File: config.mk
export PLATFORM = sky130hd
export DESIGN_NAME = dtlb_core
export DESIGN_NICKNAME = d
export VERILOG_FILES = /design/src/rtl/dtlb_pkg.sv /design/src/rtl/dtlb_entry_array.sv /design/src/rtl/dtlb_match.sv /design/src/rtl/dtlb_victim.sv /design/src/rtl/dtlb_core.sv
export SDC_FILE = /design/constraint.sdc
export NUM_CORES = 1
export LEC_CHECK = 0
export ABC_AREA = 1
export BUFFER_PORTS_ARGS = -buffer_cell sky130_fd_sc_hd__buf_2
export CORE_MARGIN = 5
export CORE_UTILIZATION = 50
export CTS_BUF_LIST = sky130_fd_sc_hd__clkbuf_4 sky130_fd_sc_hd__clkbuf_8
export DETAILED_ROUTE_END_ITERATION = 10
export PLACE_DENSITY = 0.68
export SETUP_SLACK_MARGIN = 0.4
export SLEW_MARGIN = 20
export SYNTH_ARGS = -nofsm -noshare
export SYNTH_HDL_FRONTEND = slang
export SYNTH_SLANG_ARGS = --single-unit
export TNS_END_PERCENT = 1
File: constraint.sdc
create_clock -name clk_i -period 5.52 [get_ports clk_i]
set_clock_uncertainty 0.15 [all_clocks]
set_input_delay 0.552 -clock clk_i [delete_from_list [all_inputs] [get_ports clk_i]]
set_output_delay 0.552 -clock clk_i [all_outputs]
set_load 0.02 [all_outputs]
File: src/rtl/dtlb_pkg.sv
package dtlb_pkg;

  // Access kind code placed in the low bits of the captured faulting address.
  typedef enum logic [1:0] {
    ACC_NONE  = 2'b00,
    ACC_READ  = 2'b01,
    ACC_WRITE = 2'b10
  } acc_code_e;

  // Maintenance command selected for this cycle, after priority resolution.
  typedef enum logic [2:0] {
    SW_IDLE,
    SW_FLUSH,
    SW_DROP,
    SW_FILL,
    SW_RETUNE
  } sw_op_e;

endpackage

File: src/rtl/dtlb_entry_array.sv
module dtlb_entry_array #(
  parameter int ENTRIES = 8,
  parameter int VPN_W   = 20,
  parameter int PFN_W   = 20,
  parameter int IDX_W   = $clog2(ENTRIES)
) (
  input  logic                            clk_i,
  input  logic                            rst_i,
  input  logic                            flush_i,
  input  logic                            drop_en_i,
  input  logic [IDX_W-1:0]                drop_idx_i,
  input  logic                            fill_en_i,
  input  logic [IDX_W-1:0]                fill_idx_i,
  input  logic [VPN_W-1:0]                fill_vpn_i,
  input  logic [PFN_W-1:0]                fill_pfn_i,
  input  logic                            fill_rd_i,
  input  logic                            fill_wr_i,
  input  logic                            perm_en_i,
  input  logic [IDX_W-1:0]                perm_idx_i,
  input  logic                            perm_rd_i,
  input  logic                            perm_wr_i,
  output logic [ENTRIES-1:0]              valid_o,
  output logic [ENTRIES-1:0][VPN_W-1:0]   tag_o,
  output logic [ENTRIES-1:0][PFN_W-1:0]   pfn_o,
  output logic [ENTRIES-1:0]              rd_o,
  output logic [ENTRIES-1:0]              wr_o
);

  for (genvar g = 0; g < ENTRIES; g++) begin : g_slot
    logic             v_q;
    logic             r_q;
    logic             w_q;
    logic [VPN_W-1:0] tag_q;
    logic [PFN_W-1:0] pfn_q;
    logic             hit_fill;
    logic             hit_drop;
    logic             hit_perm;

    assign hit_fill = fill_en_i && (fill_idx_i == IDX_W'(g));
    assign hit_drop = drop_en_i && (drop_idx_i == IDX_W'(g));
    assign hit_perm = perm_en_i && (perm_idx_i == IDX_W'(g));

    // Control bits carry a reset; flush and drop win over writes.
    always_ff @(posedge clk_i) begin
      if (rst_i) begin
        v_q <= 1'b0;
        r_q <= 1'b0;
        w_q <= 1'b0;
      end else if (flush_i) begin
        v_q <= 1'b0;
      end else if (hit_drop) begin
        v_q <= 1'b0;
      end else if (hit_fill) begin
        v_q <= 1'b1;
        r_q <= fill_rd_i;
        w_q <= fill_wr_i;
      end else if (hit_perm) begin
        r_q <= perm_rd_i;
        w_q <= perm_wr_i;
      end
    end

    // Tag and frame storage without reset, written only on a fill.
    always_ff @(posedge clk_i) begin
      if (hit_fill) begin
        tag_q <= fill_vpn_i;
        pfn_q <= fill_pfn_i;
      end
    end

    assign valid_o[g] = v_q;
    assign rd_o[g]    = r_q;
    assign wr_o[g]    = w_q;
    assign tag_o[g]   = tag_q;
    assign pfn_o[g]   = pfn_q;
  end

  // a flush leaves no slot valid on the following cycle.
  p_flush_empty_r10: assert property (@(posedge clk_i) disable iff (rst_i)
    flush_i |=> (valid_o == '0));

  // a dropped slot is invalid afterwards.
  p_drop_gone_r9: assert property (@(posedge clk_i) disable iff (rst_i)
    (drop_en_i && !flush_i && (drop_idx_i == '0)) |=> !valid_o[0]);

endmodule

File: src/rtl/dtlb_match.sv
module dtlb_match #(
  parameter int ENTRIES = 8,
  parameter int VPN_W   = 20,
  parameter int IDX_W   = $clog2(ENTRIES)
) (
  input  logic [VPN_W-1:0]               vpn_i,
  input  logic [ENTRIES-1:0]             valid_i,
  input  logic [ENTRIES-1:0][VPN_W-1:0]  tag_i,
  output logic                           hit_o,
  output logic [IDX_W-1:0]               idx_o,
  output logic [ENTRIES-1:0]             hit_vec_o
);

  always_comb begin
    for (int i = 0; i < ENTRIES; i++) begin
      hit_vec_o[i] = valid_i[i] && (tag_i[i] == vpn_i);
    end
  end

  always_comb begin
    idx_o = '0;
    for (int i = 0; i < ENTRIES; i++) begin
      if (hit_vec_o[i]) idx_o = IDX_W'(i);
    end
  end

  assign hit_o = |hit_vec_o;

endmodule

File: src/rtl/dtlb_victim.sv
module dtlb_victim #(
  parameter int ENTRIES = 8,
  parameter int IDX_W   = $clog2(ENTRIES)
) (
  input  logic             clk_i,
  input  logic             rst_i,
  input  logic             step_i,
  output logic [IDX_W-1:0] slot_o
);

  localparam logic [IDX_W-1:0] LAST = IDX_W'(ENTRIES - 1);

  logic [IDX_W-1:0] ptr_q;
  logic [IDX_W-1:0] ptr_next;

  if ((ENTRIES & (ENTRIES - 1)) == 0) begin : g_pow2
    assign ptr_next = ptr_q + 1'b1;
  end else begin : g_wrap
    assign ptr_next = (ptr_q == LAST) ? '0 : ptr_q + 1'b1;
  end

  always_ff @(posedge clk_i) begin
    if (rst_i)       ptr_q <= '0;
    else if (step_i) ptr_q <= ptr_next;
  end

  assign slot_o = ptr_q;

  // rotation wraps from the last slot to slot 0.
  p_wrap_r8: assert property (@(posedge clk_i) disable iff (rst_i)
    (step_i && ptr_q == LAST) |=> (slot_o == '0));

  // pointer moves only on a step.
  p_hold_r8: assert property (@(posedge clk_i) disable iff (rst_i)
    !step_i |=> $stable(slot_o));

endmodule

File: src/rtl/dtlb_core.sv
module dtlb_core
  import dtlb_pkg::*;
#(
  parameter  int VA_W      = 32,
  parameter  int PA_W      = 32,
  parameter  int PAGE_BITS = 12,
  parameter  int ENTRIES   = 8,
  localparam int VPN_W     = VA_W - PAGE_BITS,
  localparam int PFN_W     = PA_W - PAGE_BITS,
  localparam int IDX_W     = $clog2(ENTRIES)
) (
  input  logic             clk_i,
  input  logic             rst_i,
  input  logic             acc_valid_i,
  input  logic             acc_write_i,
  input  logic [VA_W-1:0]  acc_vaddr_i,
  output logic             acc_grant_o,
  output logic [PA_W-1:0]  acc_paddr_o,
  output logic             exc_miss_o,
  output logic             exc_fault_o,
  output logic [VA_W-1:0]  exc_addr_o,
  input  logic             sw_flush_i,
  input  logic             sw_drop_i,
  input  logic             sw_fill_i,
  input  logic             sw_retune_i,
  input  logic [VPN_W-1:0] sw_vpn_i,
  input  logic [PFN_W-1:0] sw_pfn_i,
  input  logic             sw_rd_i,
  input  logic             sw_wr_i
);

  logic [ENTRIES-1:0]             ent_valid;
  logic [ENTRIES-1:0][VPN_W-1:0]  ent_tag;
  logic [ENTRIES-1:0][PFN_W-1:0]  ent_pfn;
  logic [ENTRIES-1:0]             ent_rd;
  logic [ENTRIES-1:0]             ent_wr;

  logic                           acc_hit;
  logic [IDX_W-1:0]               acc_idx;
  logic [ENTRIES-1:0]             acc_hit_vec;
  logic                           sw_hit;
  logic [IDX_W-1:0]               sw_idx;
  logic [ENTRIES-1:0]             sw_hit_vec;

  logic [IDX_W-1:0]               victim;
  sw_op_e                         sw_op;
  logic                           flush_en, drop_en, fill_en, perm_en, step_en;
  logic [IDX_W-1:0]               fill_idx;

  logic                           allowed;
  logic                           take_miss, take_fault;
  acc_code_e                      acc_code;
  logic                           miss_q, fault_q;
  logic [VA_W-1:0]                addr_q;

  // ---------------------------------------------------------------------
  // Command decode: flush > drop > fill > retune.
  // ---------------------------------------------------------------------
  always_comb begin
    if (sw_flush_i)       sw_op = SW_FLUSH;
    else if (sw_drop_i)   sw_op = SW_DROP;
    else if (sw_fill_i)   sw_op = SW_FILL;
    else if (sw_retune_i) sw_op = SW_RETUNE;
    else                  sw_op = SW_IDLE;
  end

  always_comb begin
    flush_en = 1'b0;
    drop_en  = 1'b0;
    fill_en  = 1'b0;
    perm_en  = 1'b0;
    step_en  = 1'b0;
    fill_idx = victim;
    unique case (sw_op)
      SW_FLUSH:  flush_en = 1'b1;
      SW_DROP:   drop_en  = sw_hit;
      SW_FILL: begin
        fill_en  = 1'b1;
        fill_idx = sw_hit ? sw_idx : victim;
        step_en  = !sw_hit;
      end
      SW_RETUNE: perm_en  = sw_hit;
      default: ;
    endcase
  end

  // ---------------------------------------------------------------------
  // Storage, matchers and replacement pointer.
  // ---------------------------------------------------------------------
  dtlb_entry_array #(
    .ENTRIES (ENTRIES),
    .VPN_W   (VPN_W),
    .PFN_W   (PFN_W),
    .IDX_W   (IDX_W)
  ) i_array (
    .clk_i      (clk_i),
    .rst_i      (rst_i),
    .flush_i    (flush_en),
    .drop_en_i  (drop_en),
    .drop_idx_i (sw_idx),
    .fill_en_i  (fill_en),
    .fill_idx_i (fill_idx),
    .fill_vpn_i (sw_vpn_i),
    .fill_pfn_i (sw_pfn_i),
    .fill_rd_i  (sw_rd_i),
    .fill_wr_i  (sw_wr_i),
    .perm_en_i  (perm_en),
    .perm_idx_i (sw_idx),
    .perm_rd_i  (sw_rd_i),
    .perm_wr_i  (sw_wr_i),
    .valid_o    (ent_valid),
    .tag_o      (ent_tag),
    .pfn_o      (ent_pfn),
    .rd_o       (ent_rd),
    .wr_o       (ent_wr)
  );

  dtlb_match #(
    .ENTRIES (ENTRIES),
    .VPN_W   (VPN_W),
    .IDX_W   (IDX_W)
  ) i_acc_match (
    .vpn_i     (acc_vaddr_i[VA_W-1:PAGE_BITS]),
    .valid_i   (ent_valid),
    .tag_i     (ent_tag),
    .hit_o     (acc_hit),
    .idx_o     (acc_idx),
    .hit_vec_o (acc_hit_vec)
  );

  dtlb_match #(
    .ENTRIES (ENTRIES),
    .VPN_W   (VPN_W),
    .IDX_W   (IDX_W)
  ) i_sw_match (
    .vpn_i     (sw_vpn_i),
    .valid_i   (ent_valid),
    .tag_i     (ent_tag),
    .hit_o     (sw_hit),
    .idx_o     (sw_idx),
    .hit_vec_o (sw_hit_vec)
  );

  dtlb_victim #(
    .ENTRIES (ENTRIES),
    .IDX_W   (IDX_W)
  ) i_victim (
    .clk_i  (clk_i),
    .rst_i  (rst_i),
    .step_i (step_en),
    .slot_o (victim)
  );

  // ---------------------------------------------------------------------
  // Access path: same-cycle grant, registered exception pulses.
  // ---------------------------------------------------------------------
  assign allowed    = acc_write_i ? ent_wr[acc_idx] : ent_rd[acc_idx];
  assign take_miss  = acc_valid_i && !acc_hit;
  assign take_fault = acc_valid_i && acc_hit && !allowed;
  assign acc_code   = acc_write_i ? ACC_WRITE : ACC_READ;

  assign acc_grant_o = acc_valid_i && acc_hit && allowed;
  assign acc_paddr_o = acc_grant_o ? {ent_pfn[acc_idx], acc_vaddr_i[PAGE_BITS-1:0]} : '0;

  always_ff @(posedge clk_i) begin
    if (rst_i) begin
      miss_q  <= 1'b0;
      fault_q <= 1'b0;
      addr_q  <= '0;
    end else begin
      miss_q  <= take_miss;
      fault_q <= take_fault;
      if (take_miss || take_fault) addr_q <= {acc_vaddr_i[VA_W-1:2], 2'(acc_code)};
    end
  end

  assign exc_miss_o  = miss_q;
  assign exc_fault_o = fault_q;
  assign exc_addr_o  = addr_q;

  // ---------------------------------------------------------------------
  // Checks
  // ---------------------------------------------------------------------
  // the two exception kinds never coincide.
  p_one_kind_r4: assert property (@(posedge clk_i) disable iff (rst_i)
    !(exc_miss_o && exc_fault_o));

  // an absent page yields a miss and no fault.
  p_miss_first_r4: assert property (@(posedge clk_i) disable iff (rst_i)
    (acc_valid_i && !acc_hit) |=> (exc_miss_o && !exc_fault_o));

  // a granted access raises no exception afterwards.
  p_grant_clean_r1: assert property (@(posedge clk_i) disable iff (rst_i)
    acc_grant_o |=> (!exc_miss_o && !exc_fault_o));

  // captured address carries exactly one access code bit.
  p_code_r5: assert property (@(posedge clk_i) disable iff (rst_i)
    (exc_miss_o || exc_fault_o) |-> ($countones(exc_addr_o[1:0]) == 1));

  // an idle cycle leaves no exception and a steady captured address.
  p_idle_r11: assert property (@(posedge clk_i) disable iff (rst_i)
    !acc_valid_i |=> (!exc_miss_o && !exc_fault_o && $stable(exc_addr_o)));

  // fills never create two slots holding the same page.
  p_unique_r6: assert property (@(posedge clk_i) disable iff (rst_i)
    $onehot0(acc_hit_vec) && $onehot0(sw_hit_vec));

endmodule

# Word level (Yosys, flattened, before mapping)
# Index checks and enable logic that the tools add are counted.
[op_classes] n_addsub=1 n_lt_le_gt_ge=1 eq_ne=34 n_mux=66 bitwise=9 n_reduce_logical=76
[ops] cell="20-bit equality test" n=16
[ops] cell="20-bit binary-select mux with 3-bit select" n=1
[ops] cell="1-bit logical AND" n=44
[ops] cell="1-bit two-way mux" n=42
[ops] cell="3-bit two-way mux" n=14
[ops] cell="32-bit two-way mux" n=1
[ops] cell="3-bit equality test, second input constant" n=9
[ops] cell="3-bit AND reduction" n=8
[ops] cell="3-bit OR reduction" n=8
[ops] cell="20-bit two-way mux" n=1
[ops] cell="3-bit by 2-bit equality test with 1-bit output, second input constant" n=6
[ops] cell="2-bit nonzero test" n=8
[ops] cell="8-bit OR reduction" n=2
[ops] cell="2-bit two-way mux" n=5
[ops] cell="3-bit by 1-bit equality test with 1-bit output, second input constant" n=3
[ops] cell="1-bit inverter" n=9
[ops] cell="1-bit binary-select mux with 3-bit select" n=2
[ops] cell="3-bit logical NOT" n=2
[ops] cell="3-bit by 4-bit < comparator with 1-bit output, second input constant" n=1
[ops] cell="3-bit by 1-bit adder with 3-bit output, second input constant" n=1
[ops] cell="1-bit logical NOT" n=3
[ops] cell="1-bit logical OR" n=1
[word_totals] regBits=381 input_bits=82 elab_cells=231

# Depth between registers and ports, before layout
[depth] word_depth=15 mapped_depth=27

# Modules after synthesis
# From an unflattened synthesis, not the netlist that was laid out.
[unflattened] cells_unflattened=2115 area_unflattened_um2=19371.1
[by_module_without_submodules] mod="dtlb_entry_array" instances=1 cells_per_inst=592 area_each_um2=11223.3
[by_module_without_submodules] mod="dtlb_match" instances=2 cells_per_inst=480 area_each_um2=2372.3
[by_module_without_submodules] mod="dtlb_core" instances=1 cells_per_inst=546 area_each_um2=3278.1
[by_module_without_submodules] mod="dtlb_victim" instances=1 cells_per_inst=17 area_each_um2=125.1

# Worst setup path before layout
# OpenSTA, ideal clock, no wires.
[synth_timing] kind="input-to-reg" from="input sw_vpn_i[14]" to="register i_array.g_slot[1].pfn_q[0], enable pin" setup_time_ns=0.439 t_arrival_ns=3.855 t_required_ns=4.931 slack_ns=1.076 stages=15 n_path_buf=1 path_cell_list="buf_2 inv_1 or2_2 nand4_1 nor4_1 nand3_1 nand2_2 inv_1 a21oi_2 inv_1 nand2_1 nand2_2 inv_1 nand2_1 nor2_1"
[synth_via] elab_chain_len=13 elab_cells_between_ends=28 classes_between="eq/ne (9); mux (9); reduce/logical (10)"
[synth_rtl] item="start: declaration" line="dtlb_core.sv:26" rtl="input logic [VPN_W-1:0] sw_vpn_i,"
[synth_rtl] item="20-bit equality test" line="dtlb_match.sv:16" rtl="hit_vec_o[i] = valid_i[i] && (tag_i[i] == vpn_i);"
[synth_rtl] item="1-bit logical AND" line="dtlb_match.sv:16"
[synth_rtl] item="1-bit two-way mux" line="dtlb_match.sv:23" rtl="if (hit_vec_o[i]) idx_o = IDX_W'(i);"
[synth_rtl] item="2-bit two-way mux (2 in a row)" line="dtlb_match.sv:23"
[synth_rtl] item="3-bit two-way mux (4 in a row)" line="dtlb_match.sv:23"
[synth_rtl] item="3-bit two-way mux (*)" line="dtlb_core.sv:79" rtl="fill_idx = sw_hit ? sw_idx : victim;"
[synth_rtl] item="3-bit two-way mux (*)" line="dtlb_core.sv:74" rtl="unique case (sw_op)"
[synth_rtl] item="3-bit by 1-bit equality test with 1-bit output (*)" line="dtlb_entry_array.sv:39" rtl="assign hit_fill = fill_en_i && (fill_idx_i == IDX_W'(g));"
[synth_rtl] item="1-bit logical AND (*)" line="dtlb_entry_array.sv:39"
[synth_rtl] item="net i_array.g_slot[1].hit_fill" line="dtlb_entry_array.sv:35" rtl="logic hit_fill;"
[synth_rtl] item="end signal: assignment" line="dtlb_entry_array.sv:67" rtl="pfn_q <= fill_pfn_i;"
[synth_rtl] item="end: declaration" line="dtlb_entry_array.sv:34" rtl="logic [PFN_W-1:0] pfn_q;"
# Mark *: on every way through the listed nets, which the timed path passes. The rest lies on a longest branch.
# A chain may end at the register's enable or synchronous reset.

# Worst setup path after layout
[layout_timing] from="input acc_vaddr_i[17]" to="output acc_paddr_o[29]"
[layout_via] elab_chain_len=14 elab_cells_between_ends=34 classes_between="eq/ne (8); mux (15); reduce/logical (11)"
[layout_rtl] item="start: declaration" line="dtlb_core.sv:16" rtl="input logic [VA_W-1:0] acc_vaddr_i,"
[layout_rtl] item="20-bit equality test" line="dtlb_match.sv:16"
[layout_rtl] item="1-bit logical AND" line="dtlb_match.sv:16"
[layout_rtl] item="1-bit two-way mux" line="dtlb_match.sv:23"
[layout_rtl] item="2-bit two-way mux (2 in a row)" line="dtlb_match.sv:23"
[layout_rtl] item="3-bit two-way mux (4 in a row)" line="dtlb_match.sv:23"
[layout_rtl] item="1-bit binary-select mux with 3-bit select" line="dtlb_core.sv:157" rtl="assign allowed = acc_write_i ? ent_wr[acc_idx] : ent_rd[acc_idx];"
[layout_rtl] item="1-bit two-way mux (not written as such)" line="dtlb_core.sv:157"
[layout_rtl] item="1-bit two-way mux" line="dtlb_core.sv:157"
[layout_rtl] item="1-bit logical AND" line="dtlb_core.sv:162" rtl="assign acc_grant_o = acc_valid_i && acc_hit && allowed;"
[layout_rtl] item="32-bit two-way mux (*)" line="dtlb_core.sv:163" rtl="assign acc_paddr_o = acc_grant_o ? {ent_pfn[acc_idx], acc_vaddr_i[PAGE_BITS-1:0]} : '0;"
[layout_rtl] item="end: declaration" line="dtlb_core.sv:18" rtl="output logic [PA_W-1:0] acc_paddr_o,"
# Mark *: on every way between the ends. The rest lies on a longest branch, timed or not. The select of a mux whose other input is x is not followed.

==> impl_metrics.json <==
{
  "port_buffers": 148,
  "worstMarginPinSlew_ps": 986,
  "ant_nets": 0,
  "max_stage_delay_ps": 450,
  "synth.most_common_cell": "nand2_1",
  "worstSkewPairLatency_ps": 660,
  "path_clk_slew_ps": 70,
  "synth.area.top_cells": "edfxtp_1 (46%), nand2_1 (12%), nor2_1 (6.2%)",
  "p_leak_nw": 10.4,
  "seq_area_frac_synth": 0.514,
  "ys_warn_count": 0,
  "startpoint_type": "input pin",
  "cp_slowest_cell": "nand3_1",
  "h-tree-depth": 3,
  "cp_cell_sequence": "buf_2 -> inv_2 -> nor2_1 -> nor4_1 -> nand2_1 -> nor2_1 -> nand3_1 -> nand2_1 -> nor2_2 -> buf_4 -> nand3_1 -> nand3_1 -> nand2_4 -> inv_2 -> nand2_2 -> buf_4 -> nor2_1 -> buf_2",
  "rows": 75,
  "avgRoutedWirePerCell_um": 26.0,
  "die_area_sq_um": 46300,
  "slew_headroom": 0.342,
  "antenna_found_initial": 3,
  "drt-pass1-iter-count": 6,
  "min_period_ps": 4790,
  "crit_type": "in -> out",
  "wirelength_um": 85900,
  "pin_count": 149,
  "maxCapViolCount": 0,
  "synth-main-ff-cell": "edfxtp_1",
  "synth_nets": 2597,
  "synth_common_cells": "nand2_1 (683), nor2_1 (349), edfxtp_1 (320), inv_1 (259), nand4_1 (97)",
  "nFillCells": 3791,
  "grt_usage": 0.360,
  "yosysTopAreaCell": "edfxtp_1",
  "tns_ps": 0,
  "area_growth_pct": 14.2,
  "fin_hold_ws_ps": 59.4,
  "setup_viol_count_final": 0,
  "critPathTopFamily": "simple AND/OR/NAND/NOR gates",
  "cts.sinks": 381,
  "grt_pass1_vias": 19121,
  "syn-cell-area_sq_um": 21100,
  "drive_gt1_frac": 0.132,
  "grt_pass1_wl_um": 123000,
  "slew_violations": 0,
  "root_buffer": "clkbuf_8",
  "timing.fmax_ghz": 0.209,
  "dp_hpwl_um": 60100,
  "ys_ff_latch": 381,
  "p_per_area_nw_per_um2": 269,
  "path_max_fanout": 33,
  "postSynthCellCount": 2514,
  "dieHeight_um": 215,
  "synth.distinct_cells": 46,
  "core_sq_um": 41900,
  "cts_tree": "done",
  "final_nets": 2802,
  "num_vias": 19812,
  "start_util": 0.503,
  "ir_worst_vdd_uv": 350,
  "postCtsSetupBuffers": 0,
  "worstPathArrival_ps": 4090,
  "async_flop_share": 0,
  "outcome": "complete, no violations",
  "drtIter0Drc": 2305,
  "place.gp.congestion": 1.03,
  "vias_per_cell": 5.99,
  "overflow": 0,
  "ctsLongestPathBuffers": 3,
  "fin_crit_sh": 0.869,
  "num_antenna_cells": 0,
  "drc": 0,
  "hp-class": "in -> reg",
  "syn_area_per_cell_sq_um": 8.38,
  "end_kind": "output port",
  "synth_edf_count": 320,
  "finalHoldViolCount": 0,
  "dieWidth_um": 215,
  "cts_made_buffers": 67,
  "netlist.area_leader.share": 0.456,
  "grt_max_degree": 81,
  "rsz0062_at_grt": "false",
  "crit_buf_inv": 6,
  "required_ps": 4820
}
## layer usage
layer / global-route usage / part of all wire / vias to the layer above
met5: 0 / 0.00021 / -
met4: 0.207 / 0.069 / 2
met3: 0.101 / 0.11 / 320
met2: 0.543 / 0.43 / 1316
met1: 0.466 / 0.39 / 9230
li1: - / - / 8944
## layout make-up
cell class                 instances  area [sq um]  share of cell area
clock buffer                      85          1060              0.0442
clock inverter                    31           272              0.0113
inverter                         276          1040              0.0431
multi-input combinational       1758          8630               0.359
sequential                       381         10800               0.450
tap                              539           674              0.0280
timing repair buffer             235          1550              0.0646
## placed cells by master, fill, tap and decap left out, drive strengths merged, types with 2 or more instances in the layout
cell type | netlist | routed
nor4 | 46 | 46
clkbuf | 18 | 85
o211a | 2 | 2
xnor2 | 40 | 40
o21ai | 63 | 63
o2111ai | 13 | 13
a2111oi | 6 | 6
xor2 | 49 | 49
clkinv | 0 | 23
nor3 | 56 | 56
nor2 | 351 | 351
dfxtp | 61 | 61
edfxtp | 320 | 320
nand4 | 97 | 97
inv | 276 | 279
bufinv | 0 | 4
o22ai | 32 | 32
or2 | 21 | 21
a31oi | 2 | 2
a21oi | 87 | 87
and3 | 2 | 2
a211oi | 6 | 6
nor4b | 5 | 5
buf | 81 | 206
a32o | 40 | 40
nand3 | 93 | 93
nor3b | 11 | 11
nand2 | 691 | 691
dlygate4sd3 | 0 | 29
nand3b | 37 | 37
## where the power goes
part           switching [W]  internal (W)  leakage (nW)
clock network        0.00121       0.00146         0.696
logic               0.000464      0.000178          6.30
registers          0.0000187       0.00315          3.38
total                0.00169       0.00479          10.4
## sequential cells by signal (all words and copies together) (netlist names)
signal / cells
i_array.g_slot.pfn_q: 160
i_array.g_slot.tag_q: 160
exc_addr_o: 32
i_array.g_slot.r_q: 8
i_array.g_slot.v_q: 8
i_array.g_slot.w_q: 8
i_victim.slot_o: 3
exc_fault_o: 1
exc_miss_o: 1
## cells by family after synthesis
family | count (synthesis) | synth area share
and+or+nand+nor | 1411 | 0.293
DFF | 381 | 0.514
buffers and inverters | 375 | 0.0768
AOI/OAI and AO/OA | 257 | 0.0785
xor gates and xnor gates | 89 | 0.0370
adders and majority gates | 1 | 0.000594
## worst paths after layout
kind / from / endpoint / slack (ps) / cells past startpoint
setup / recovery: acc_vaddr_i[17] / acc_paddr_o[29] / 730 / 18
hold / removal: sw_pfn_i[7] / i_array.g_slot[5].pfn_q[7]$_DFFE_PP_ / 60 / 1
setup reg to reg: i_array.g_slot[4].tag_q[2]$_DFFE_PP_ / i_array.g_slot[4].pfn_q[6]$_DFFE_PP_ / 1720 / 16
hold reg to reg: exc_addr_o[0]$_SDFFE_PP0P_ / exc_addr_o[0]$_SDFFE_PP0P_ / 340 / 2
## timing repair
item	in CTS	in global routing
endpoints found under the hold margin	150	0
resized for setup	0	0
hold buffers	29	0
## per-stage QoR
stage           util  setup slack (ps)  total power [W]  cell area [sq um]  std cells
6_report       0.575               725          0.00648              24100       3305
5_1_grt        0.575               550          0.00670              24100       3305
4_1_cts        0.575               749          0.00649              24100       3305
3_5_place_dp   0.536               831          0.00383              22400       3160
3_3_place_gp   0.536               836          0.00383              22400       3160
2_1_floorplan      -              1080          0.00354              21100       2514
Note: power is estimated with default switching activity, not from simulation.
